### config.mk
export PLATFORM = sky130hd
export DESIGN_NAME = scl_clock_gen
export DESIGN_NICKNAME = d
export VERILOG_FILES = /design/src/rtl/scl_gen_pkg.sv /design/src/rtl/scl_gen_dpath.sv /design/src/rtl/scl_gen_ctrl.sv /design/src/rtl/scl_clock_gen.sv
export SDC_FILE = /design/constraint.sdc
export NUM_CORES = 1
export LEC_CHECK = 0
export CAP_MARGIN = 15
export CORE_ASPECT_RATIO = 1.4
export CORE_MARGIN = 8
export CORE_UTILIZATION = 40
export CTS_BUF_LIST = sky130_fd_sc_hd__clkbuf_16
export DETAILED_ROUTE_END_ITERATION = 7
export DONT_BUFFER_PORTS = 1
export PLACE_DENSITY_LB_ADDON = 0.08
export SLEW_MARGIN = 10
export SYNTH_ARGS = -nofsm -noshare
export SYNTH_HDL_FRONTEND = slang
export SYNTH_SLANG_ARGS = --single-unit
### constraint.sdc
create_clock -name clk -period 16.41 [get_ports clk]
set_input_delay 4.923 -clock clk [delete_from_list [all_inputs] [get_ports clk]]
set_output_delay 4.923 -clock clk [all_outputs]
set_load 0.02 [all_outputs]
### src/rtl/scl_gen_pkg.sv
package scl_gen_pkg;
  typedef enum logic [1:0] {
    PH_IDLE = 2'd0,
    PH_LOW  = 2'd1,
    PH_WAIT = 2'd2,
    PH_HIGH = 2'd3
  } phase_t;

  typedef struct packed {
    logic loadLow;
    logic loadHigh;
    logic decr;
    logic tick;
  } strobe_t;
endpackage

### src/rtl/scl_gen_dpath.sv
module scl_gen_dpath
  import scl_gen_pkg::*;
#(
  parameter int REF_W  = 9,
  parameter int CE_DIV = 4
) (
  input  logic        clk,
  input  logic        rstN,
  input  logic        enable,
  input  logic        cfgWrEn,
  input  logic [31:0] cfgWrData,
  input  strobe_t     strobe,
  output logic        ce,
  output logic        cntDone,
  output logic [31:0] cfgRdData,
  output logic        bitTick,
  output logic        irqOut
);
  localparam int DIV_W = (CE_DIV > 1) ? $clog2(CE_DIV) : 1;
  localparam int CNT_W = REF_W + 3;
  localparam int MODE_BIT = 14;
  localparam int MASK_BIT = 15;

  logic [DIV_W-1:0] divCnt;
  logic [REF_W-1:0] refVal;
  logic             fastMode;
  logic             irqMask;
  logic [CNT_W-1:0] cnt;
  logic [CNT_W-1:0] hiShadow;
  logic [CNT_W-1:0] base, fastTot, fastHi, fastLo, stdLen, lowLen, highLen;

  // time base: one step every CE_DIV input clocks
  always_ff @(posedge clk) begin
    if (!rstN || !enable) divCnt <= '0;
    else if (divCnt == DIV_W'(CE_DIV - 1)) divCnt <= '0;
    else divCnt <= divCnt + 1'b1;
  end
  assign ce = enable && (divCnt == DIV_W'(CE_DIV - 1));

  // configuration word
  always_ff @(posedge clk) begin
    if (!rstN) begin
      refVal   <= '0;
      fastMode <= 1'b1;
      irqMask  <= 1'b0;
    end else if (cfgWrEn) begin
      refVal   <= cfgWrData[REF_W-1:0];
      fastMode <= cfgWrData[MODE_BIT];
      irqMask  <= cfgWrData[MASK_BIT];
    end
  end

  always_comb begin
    cfgRdData = '0;
    cfgRdData[REF_W-1:0] = refVal;
    cfgRdData[MODE_BIT]  = fastMode;
    cfgRdData[MASK_BIT]  = irqMask;
  end

  // phase lengths in time-base steps
  always_comb begin
    stdLen  = CNT_W'(refVal) + CNT_W'(2);
    base    = {CNT_W'(refVal), 1'b0} + CNT_W'(4);
    fastTot = (CNT_W'(3) * base) >> 2;
    fastHi  = fastTot / CNT_W'(3);
    fastLo  = fastTot - fastHi;
    lowLen  = fastMode ? fastLo : stdLen;
    highLen = fastMode ? fastHi : stdLen;
  end

  // phase counter; high length is frozen when a low phase begins
  always_ff @(posedge clk) begin
    if (!rstN) begin
      cnt      <= '0;
      hiShadow <= '0;
    end else if (strobe.loadLow) begin
      cnt      <= lowLen;
      hiShadow <= highLen;
    end else if (strobe.loadHigh) begin
      cnt <= hiShadow;
    end else if (strobe.decr) begin
      cnt <= cnt - 1'b1;
    end
  end
  assign cntDone = (cnt == CNT_W'(1));

  always_ff @(posedge clk) begin
    if (!rstN) bitTick <= 1'b0;
    else bitTick <= strobe.tick;
  end
  assign irqOut = bitTick & ~irqMask;


  ce_spacing_chk: assert property (@(posedge clk) disable iff (!rstN)
    ce |=> !ce);

  low_load_chk: assert property (@(posedge clk) disable iff (!rstN)
    strobe.loadLow |=> (cnt >= CNT_W'(2)));

  tick_width_chk: assert property (@(posedge clk) disable iff (!rstN)
    bitTick |=> !bitTick);
endmodule

### src/rtl/scl_gen_ctrl.sv
module scl_gen_ctrl
  import scl_gen_pkg::*;
(
  input  logic    clk,
  input  logic    rstN,
  input  logic    enable,
  input  logic    ce,
  input  logic    cntDone,
  input  logic    sclIn,
  output strobe_t strobe,
  output logic    sclOe
);
  phase_t phase, phaseNxt;

  always_comb begin
    strobe   = '0;
    phaseNxt = phase;
    case (phase)
      PH_IDLE: if (ce) begin
        strobe.loadLow = 1'b1;
        phaseNxt = PH_LOW;
      end
      PH_LOW: if (ce) begin
        if (cntDone) phaseNxt = PH_WAIT;
        else strobe.decr = 1'b1;
      end
      PH_WAIT: if (ce && sclIn) begin
        strobe.loadHigh = 1'b1;
        strobe.tick     = 1'b1;
        phaseNxt = PH_HIGH;
      end
      PH_HIGH: if (ce) begin
        if (cntDone) begin
          strobe.loadLow = 1'b1;
          phaseNxt = PH_LOW;
        end else begin
          strobe.decr = 1'b1;
        end
      end
      default: phaseNxt = PH_IDLE;
    endcase
  end

  always_ff @(posedge clk) begin
    if (!rstN || !enable) phase <= PH_IDLE;
    else phase <= phaseNxt;
  end

  assign sclOe = (phase == PH_LOW);


  stretch_wait_chk: assert property (@(posedge clk) disable iff (!rstN)
    (phase == PH_WAIT && !sclIn && enable) |=> (phase == PH_WAIT));

  disable_release_chk: assert property (@(posedge clk) disable iff (!rstN)
    !enable |=> !sclOe);

  low_on_step_chk: assert property (@(posedge clk) disable iff (!rstN)
    $rose(sclOe) |-> $past(ce));
endmodule

### src/rtl/scl_clock_gen.sv
module scl_clock_gen
  import scl_gen_pkg::*;
#(
  parameter int REF_W  = 9,
  parameter int CE_DIV = 4
) (
  input  logic        clk,
  input  logic        rstN,
  input  logic        enable,
  input  logic        cfgWrEn,
  input  logic [31:0] cfgWrData,
  output logic [31:0] cfgRdData,
  input  logic        sclIn,
  output logic        sclOe,
  output logic        bitTick,
  output logic        irqOut
);
  strobe_t strobe;
  logic    ce;
  logic    cntDone;

  scl_gen_dpath #(.REF_W(REF_W), .CE_DIV(CE_DIV)) dpath_i (
    .clk(clk), .rstN(rstN), .enable(enable),
    .cfgWrEn(cfgWrEn), .cfgWrData(cfgWrData), .strobe(strobe),
    .ce(ce), .cntDone(cntDone), .cfgRdData(cfgRdData),
    .bitTick(bitTick), .irqOut(irqOut)
  );

  scl_gen_ctrl ctrl_i (
    .clk(clk), .rstN(rstN), .enable(enable), .ce(ce),
    .cntDone(cntDone), .sclIn(sclIn), .strobe(strobe), .sclOe(sclOe)
  );
endmodule

After elaboration in Yosys (flattened, before gate mapping) --
Cells that the tools add are included. W data, S select, Z words.
Operators by class: reductions and logical operators 10, add/subtract/negate cells 5, muxes and demuxes 21, divide/modulo/power cells 1, bitwise gates (word level) 2, equality and inequality tests 11, $mul 1
Operator list (number):
- $mux W12 | 5
- $div A10 B2 Y12 const B | 1
- $eq A12 B1 Y1 const B | 1
- $mul A2 B12 Y12 const A | 1
- $mux W2 | 6
- $sub A10 B12 Y12 | 1
- $sub A12 B1 Y12 const B | 1
- $add A10 B3 Y11 const B | 1
- $add A9 B2 Y10 const B | 1
- $ne A2 B1 Y1 const B | 5
- $mux W1 | 8
- $pmux W2 S4 | 1
- $eq A2 B2 Y1 const B | 3
- $reduce_and A6 Y1 | 1
- $reduce_or A2 Y1 | 2
- $reduce_bool A3 Y1 | 1
- $add A2 B1 Y2 const B | 1
- $eq A2 B1 Y1 const B | 1
- $logic_and A1 B1 Y1 | 2
- $logic_not A1 Y1 | 2
- $logic_not A2 Y1 | 1
- $ne A2 B2 Y1 const B | 1
- $pmux W1 S2 | 1
- $and A1 B1 Y1 | 1
- 2 further kinds | 2
Word-level totals: output and inout port bits 35, logic and storage cells 59, register bits 40

Longest topological paths before layout --
word-level depth 7, gate-level depth with buffers 44, depth with buffers taken out 42

Modules after synthesis --
A second synthesis with hierarchy kept.
Unflattened totals: cells, all modules 601, area total of the unflattened synthesis 4623.2 um2
Modules (own cells, without submodules):
- scl_gen_dpath | cells each 577, seq. area each 720.7 um2, area each 4398.0 um2, instances 1
- scl_gen_ctrl | cells each 24, seq. area each 40.0 um2, area each 225.2 um2, instances 1

Worst setup path before layout --
OpenSTA, ideal clock, no wires.
kind reg2reg, start reg dpath_i.refVal[1], end reg dpath_i.cnt[9], arrival 7.842 ns, path buffers 2, required time 16.340 ns, setup slack 8.498 ns, library setup time 0.070 ns, cell stages (with the launch flop) 43, period minus slack after synthesis 7.912 ns, cells stage by stage dfxtp_1 -> buf_2 -> nand2_1 -> o21a_1 -> nor2_1 -> inv_1 -> ha_1 -> nand3_1 -> a311oi_1 -> a31oi_1 -> a211o_1 -> o211a_2 -> xnor2_4 -> clkinv_2 -> xnor2_1 -> a211o_1 -> a21oi_2 -> nor2_1 -> [... 7 more ...] -> ha_1 -> o211ai_1 -> or4_4 -> ha_1 -> nor2b_1 -> o21ai_0 -> a21boi_0 -> o21ai_0 -> a21boi_0 -> o21ai_0 -> nand2b_1 -> a21o_1 -> a21oi_1 -> xor2_1 -> nand2_1 -> xnor2_1 -> a211o_1 -> a21oi_1
Between the ends: longest elaborated chain between the ends 6, elaborated cells on any way between the ends 7
Ends and longest elaborated chain:
- start: declaration | line scl_gen_dpath.sv:25 | logic [REF_W-1:0] refVal;
- start signal: assignment | line scl_gen_dpath.sv:47 | refVal <= cfgWrData[REF_W-1:0];
- $add A10 B3 Y11 | line scl_gen_dpath.sv:63 | base = {CNT_W'(refVal), 1'b0} + CNT_W'(4);
- $mul A2 B12 Y12 | line scl_gen_dpath.sv:64 | fastTot = (CNT_W'(3) * base) >> 2;
- $div A10 B2 Y12 | line scl_gen_dpath.sv:65 | fastHi = fastTot / CNT_W'(3);
- $sub A10 B12 Y12 | line scl_gen_dpath.sv:66 | fastLo = fastTot - fastHi;
- $mux W12 * | line scl_gen_dpath.sv:67 | lowLen = fastMode ? fastLo : stdLen;
- $mux W12 * | line scl_gen_dpath.sv:76 | end else if (strobe.loadLow) begin
- end signal: assignment | line scl_gen_dpath.sv:77 | cnt <= lowLen;
- end signal: assignment | line scl_gen_dpath.sv:80 | cnt <= hiShadow;
- end signal: assignment | line scl_gen_dpath.sv:82 | cnt <= cnt - 1'b1;
- end: declaration | line scl_gen_dpath.sv:28 | logic [CNT_W-1:0] cnt;
Mark *: on every way between the ends. The rest lies on a longest branch, timed or not. A chain may end at the register's enable or synchronous reset.

Final worst setup path --
Ends and elaborated chain as after synthesis.

==> flow_summary.toml <==
[outcome]
status = "complete, no violations"

[route]
viasPerCell = 5.52
wl_per_cell_um = 16.5
postRouteAntennaNets = 0
drc_errors = 0
drt_first_pass_iters = 4
drt-initial-drc-count = 165
wirelength_um = 11200
num_vias = 3737

[yosys]
synth-simple-area-share = 0.227
synth-adder-area-share = 0.0861
syn-cell-area_sq_um = 4130
yosysUniqueCellTypes = 80
synth-main-ff-cell = "dfxtp_1"
synth-edff-count = 0
yosysWarnings = 0
synth_top_area_frac = 0.184
synth_seq_cells = 38
postSynth.asyncResetShare = 0
synth_mux_area_frac = 0.0367
avgSynthCellArea_sq_um = 7.40
synth_area_leaders = "dfxtp_1, ha_1, nor2_1"
synth_top_area_cell = "dfxtp_1"
synth_xor_area_frac = 0.0988
synth-compound-area-share = 0.269
ys_seq_area_frac = 0.184
synth_top_family_by_area = "compound AO/OA/AOI/OAI gates"
synthCells = 558

[timing]
fin_skew_ns = 0.00179
period_share = 0.591
tightest_slew_ns = 0.975
setup_viol = 0
min_period_ns = 9.69
slew_headroom = 0.350
grt_setup_unrepaired = "no"
drv_slew = 0
final.setup.tns_ns = 0
max_freq_mhz = 103
hold_viol = 0

[cells_and_area]
antenna_cells = 0
fillers = 1090
areaGrowthSynthToFinish_pct = 4.37
drive_gt1_frac = 0.0631
nNetsFinal = 602

[placed_design]
portBuffers = 0
hpwl_um = 8720
gp_congestion = 0.848

[power]
power_mw = 0.427
power.density_nw_per_um2 = 99.1
p_leak_nw = 1.81
vdd_drop_max_uv = 68.2

[clock_tree]
cts_resized = 0
cts.clk_slew.worst_paths_ns = 0.06
postCtsSetupBuffers = 0
clockBufferDepth = 2
clk_latency_ns = 0.28
cts_sinks = 38
cts_tree = "built"
cts_root_buf = "clkbuf_16"
h-tree-depth = 2
holdBufCountCts = 0
cts_buffers = 5

[global_route]
antenna_found_initial = 0
grt_use_total = 0.160
grt_pass1_wl_um = 17600
grt-ovfl-total = 0
first_global_vias = 3485
grt_max_degree = 36

[floorplan]
die_h_um = 136
top_level_ports = 72
num_rows = 44
die_area_sq_um = 13900
start_util = 0.403
die_w_um = 102
coreArea_sq_um = 10200

[run]
max_cap_viol_count = 0

[worst_setup_path]
cp_common_cell = "ha_1"
worstRegToRegCells = 40
crit_buf_inv = 3
r2r-start = "dpath_i.refVal[1]$_SDFFE_PN0P_"
ff2ff_setup_slack_ns = 6.72
cp_max_fo = 13
cpMaxStageDelayCell = "dfxtp_1"
critical_path_depth = 40
cp.arrival_ns = 9.91
critPathCaptureType = "register"
required_ns = 16.63
worstSetupPathType = "register to register"
critPathMaxStageDelay_ns = 0.75
cp_top_family = "compound AO/OA/AOI/OAI gates"
crit_path_start_kind = "register"
r2r-end = "dpath_i.cnt[9]$_SDFFE_PN0P_"

[min_path]
min_from = "dpath_i.divCnt[0]$_SDFF_PP0_"
hold_path.class = "register to register"
whs_endpoint = "dpath_i.divCnt[0]$_SDFF_PP0_"
hold_depth = 1
cells in the mapped netlist, types with 10 or more instances:
cell type	n
o21ai_0	19
nor2_1	75
ha_1	26
mux2i_1	14
xor2_1	10
nand2b_1	10
nor3_1	18
a211oi_1	19
buf_4	25
clkbuf_1	14
nand2_1	47
inv_1	24
a31oi_1	10
xnor2_1	24
a21oi_1	48
dfxtp_1	38
stage by stage:
step / hold WS [ns] / setup slack, ns / util / area (sq um) / instances
6_report: 0.432 / 6.72 / 0.421 / 4310 / 677
5_1_grt: 0.462 / 5.73 / 0.421 / 4310 / 677
4_1_cts: 0.435 / 6.61 / 0.420 / 4300 / 676
3_5_place_dp: 0.427 / 6.64 / 0.401 / 4110 / 668
3_3_place_gp: 0.418 / 6.63 / 0.401 / 4110 / 668
2_1_floorplan: 0.408 / 8.50 / - / 4200 / 578
layout make-up:
| class | instances | area, sq um | share of cell area |
|---|---|---|---|
| clock buffers | 5 | 125 | 0.0291 |
| clock inverters | 3 | 68.8 | 0.0160 |
| inverters | 27 | 103 | 0.0238 |
| multi-input cells | 462 | 3050 | 0.707 |
| flip-flops and latches | 38 | 761 | 0.177 |
| well taps | 138 | 173 | 0.0401 |
| repair buffers | 4 | 30.0 | 0.00697 |
state kept, by name, indices dropped and copies added, names as in the netlist:
| name | flops |
|---|---|
| dpath_i.cnt | 12 |
| dpath_i.hiShadow | 10 |
| dpath_i.refVal | 9 |
| ctrl_i.phase | 2 |
| dpath_i.divCnt | 2 |
| dpath_i.bitTick | 1 |
| dpath_i.fastMode | 1 |
| dpath_i.irqMask | 1 |
worst reg2reg max path, delay by kind of cell (launching register included):
kind,cells,cell delay (ns)
flops,1,0.75
xor+xnor,5,1.22
simple gates,9,1.30
buf+inv,3,0.47
compound gates,17,3.77
fa+ha+maj,6,2.12
where the power goes:
part	switching, mW	internal, mW
Sequential	0.00657	0.0945
Clock	0.0397	0.0873
Combinational	0.121	0.0779
logic make-up after synthesis:
kind of cell               count (synthesis)
and+or+nand+nor                          198
AOI/OAI and AO/OA                        161
buffers and inverters                     78
xor gates and xnor gates                  39
DFF                                       38
adders and majority gates                 28
muxes                                     15
other                                      1
worst max-delay path by stage:
stage	startpoint	endpoint	slack [ns]
after detailed placement	dpath_i.refVal[1]$_SDFFE_PN0P_	dpath_i.cnt[9]$_SDFFE_PN0P_	6.64
after global routing	dpath_i.refVal[1]$_SDFFE_PN0P_	dpath_i.cnt[9]$_SDFFE_PN0P_	5.73
after CTS	dpath_i.refVal[1]$_SDFFE_PN0P_	dpath_i.cnt[9]$_SDFFE_PN0P_	6.61
after floorplan	dpath_i.refVal[1]$_SDFFE_PN0P_	dpath_i.cnt[9]$_SDFFE_PN0P_	8.50
after global placement	dpath_i.refVal[1]$_SDFFE_PN0P_	dpath_i.cnt[9]$_SDFFE_PN0P_	6.63
final	dpath_i.refVal[1]$_SDFFE_PN0P_	dpath_i.cnt[9]$_SDFFE_PN0P_	6.72
metal layers:
| layer | global-route usage | vias up | routed length, um |
|---|---|---|---|
| li1 | - | 1923 | - |
| met1 | 0.179 | 1737 | 4430 |
| met2 | 0.301 | 66 | 6190 |
| met3 | 0.0123 | 11 | 345 |
| met4 | 0.0622 | 0 | 223 |
| met5 | 0 | - | 0 |
cells in the final DEF (no fill, tap or decap), types with 4 or more instances in the layout:
master / n
buf_4: 4
inv_1: 24
nor3_1: 17
a21oi_1: 48
o21a_1: 5
nand4_1: 4
o211ai_1: 9
nor2b_1: 9
nand3_1: 9
conb_1: 21
mux2i_1: 14
a31oi_1: 10
clkbuf_16: 5
a211oi_1: 19
nor2_1: 75
xnor2_1: 24
nand2_1: 47
dfxtp_1: 38
a211o_1: 5
nor4_1: 8
o21ai_1: 4
ha_1: 26
nand2b_1: 10
xor2_1: 10
o21ai_0: 19
Power figures use the tool's default switching activity.
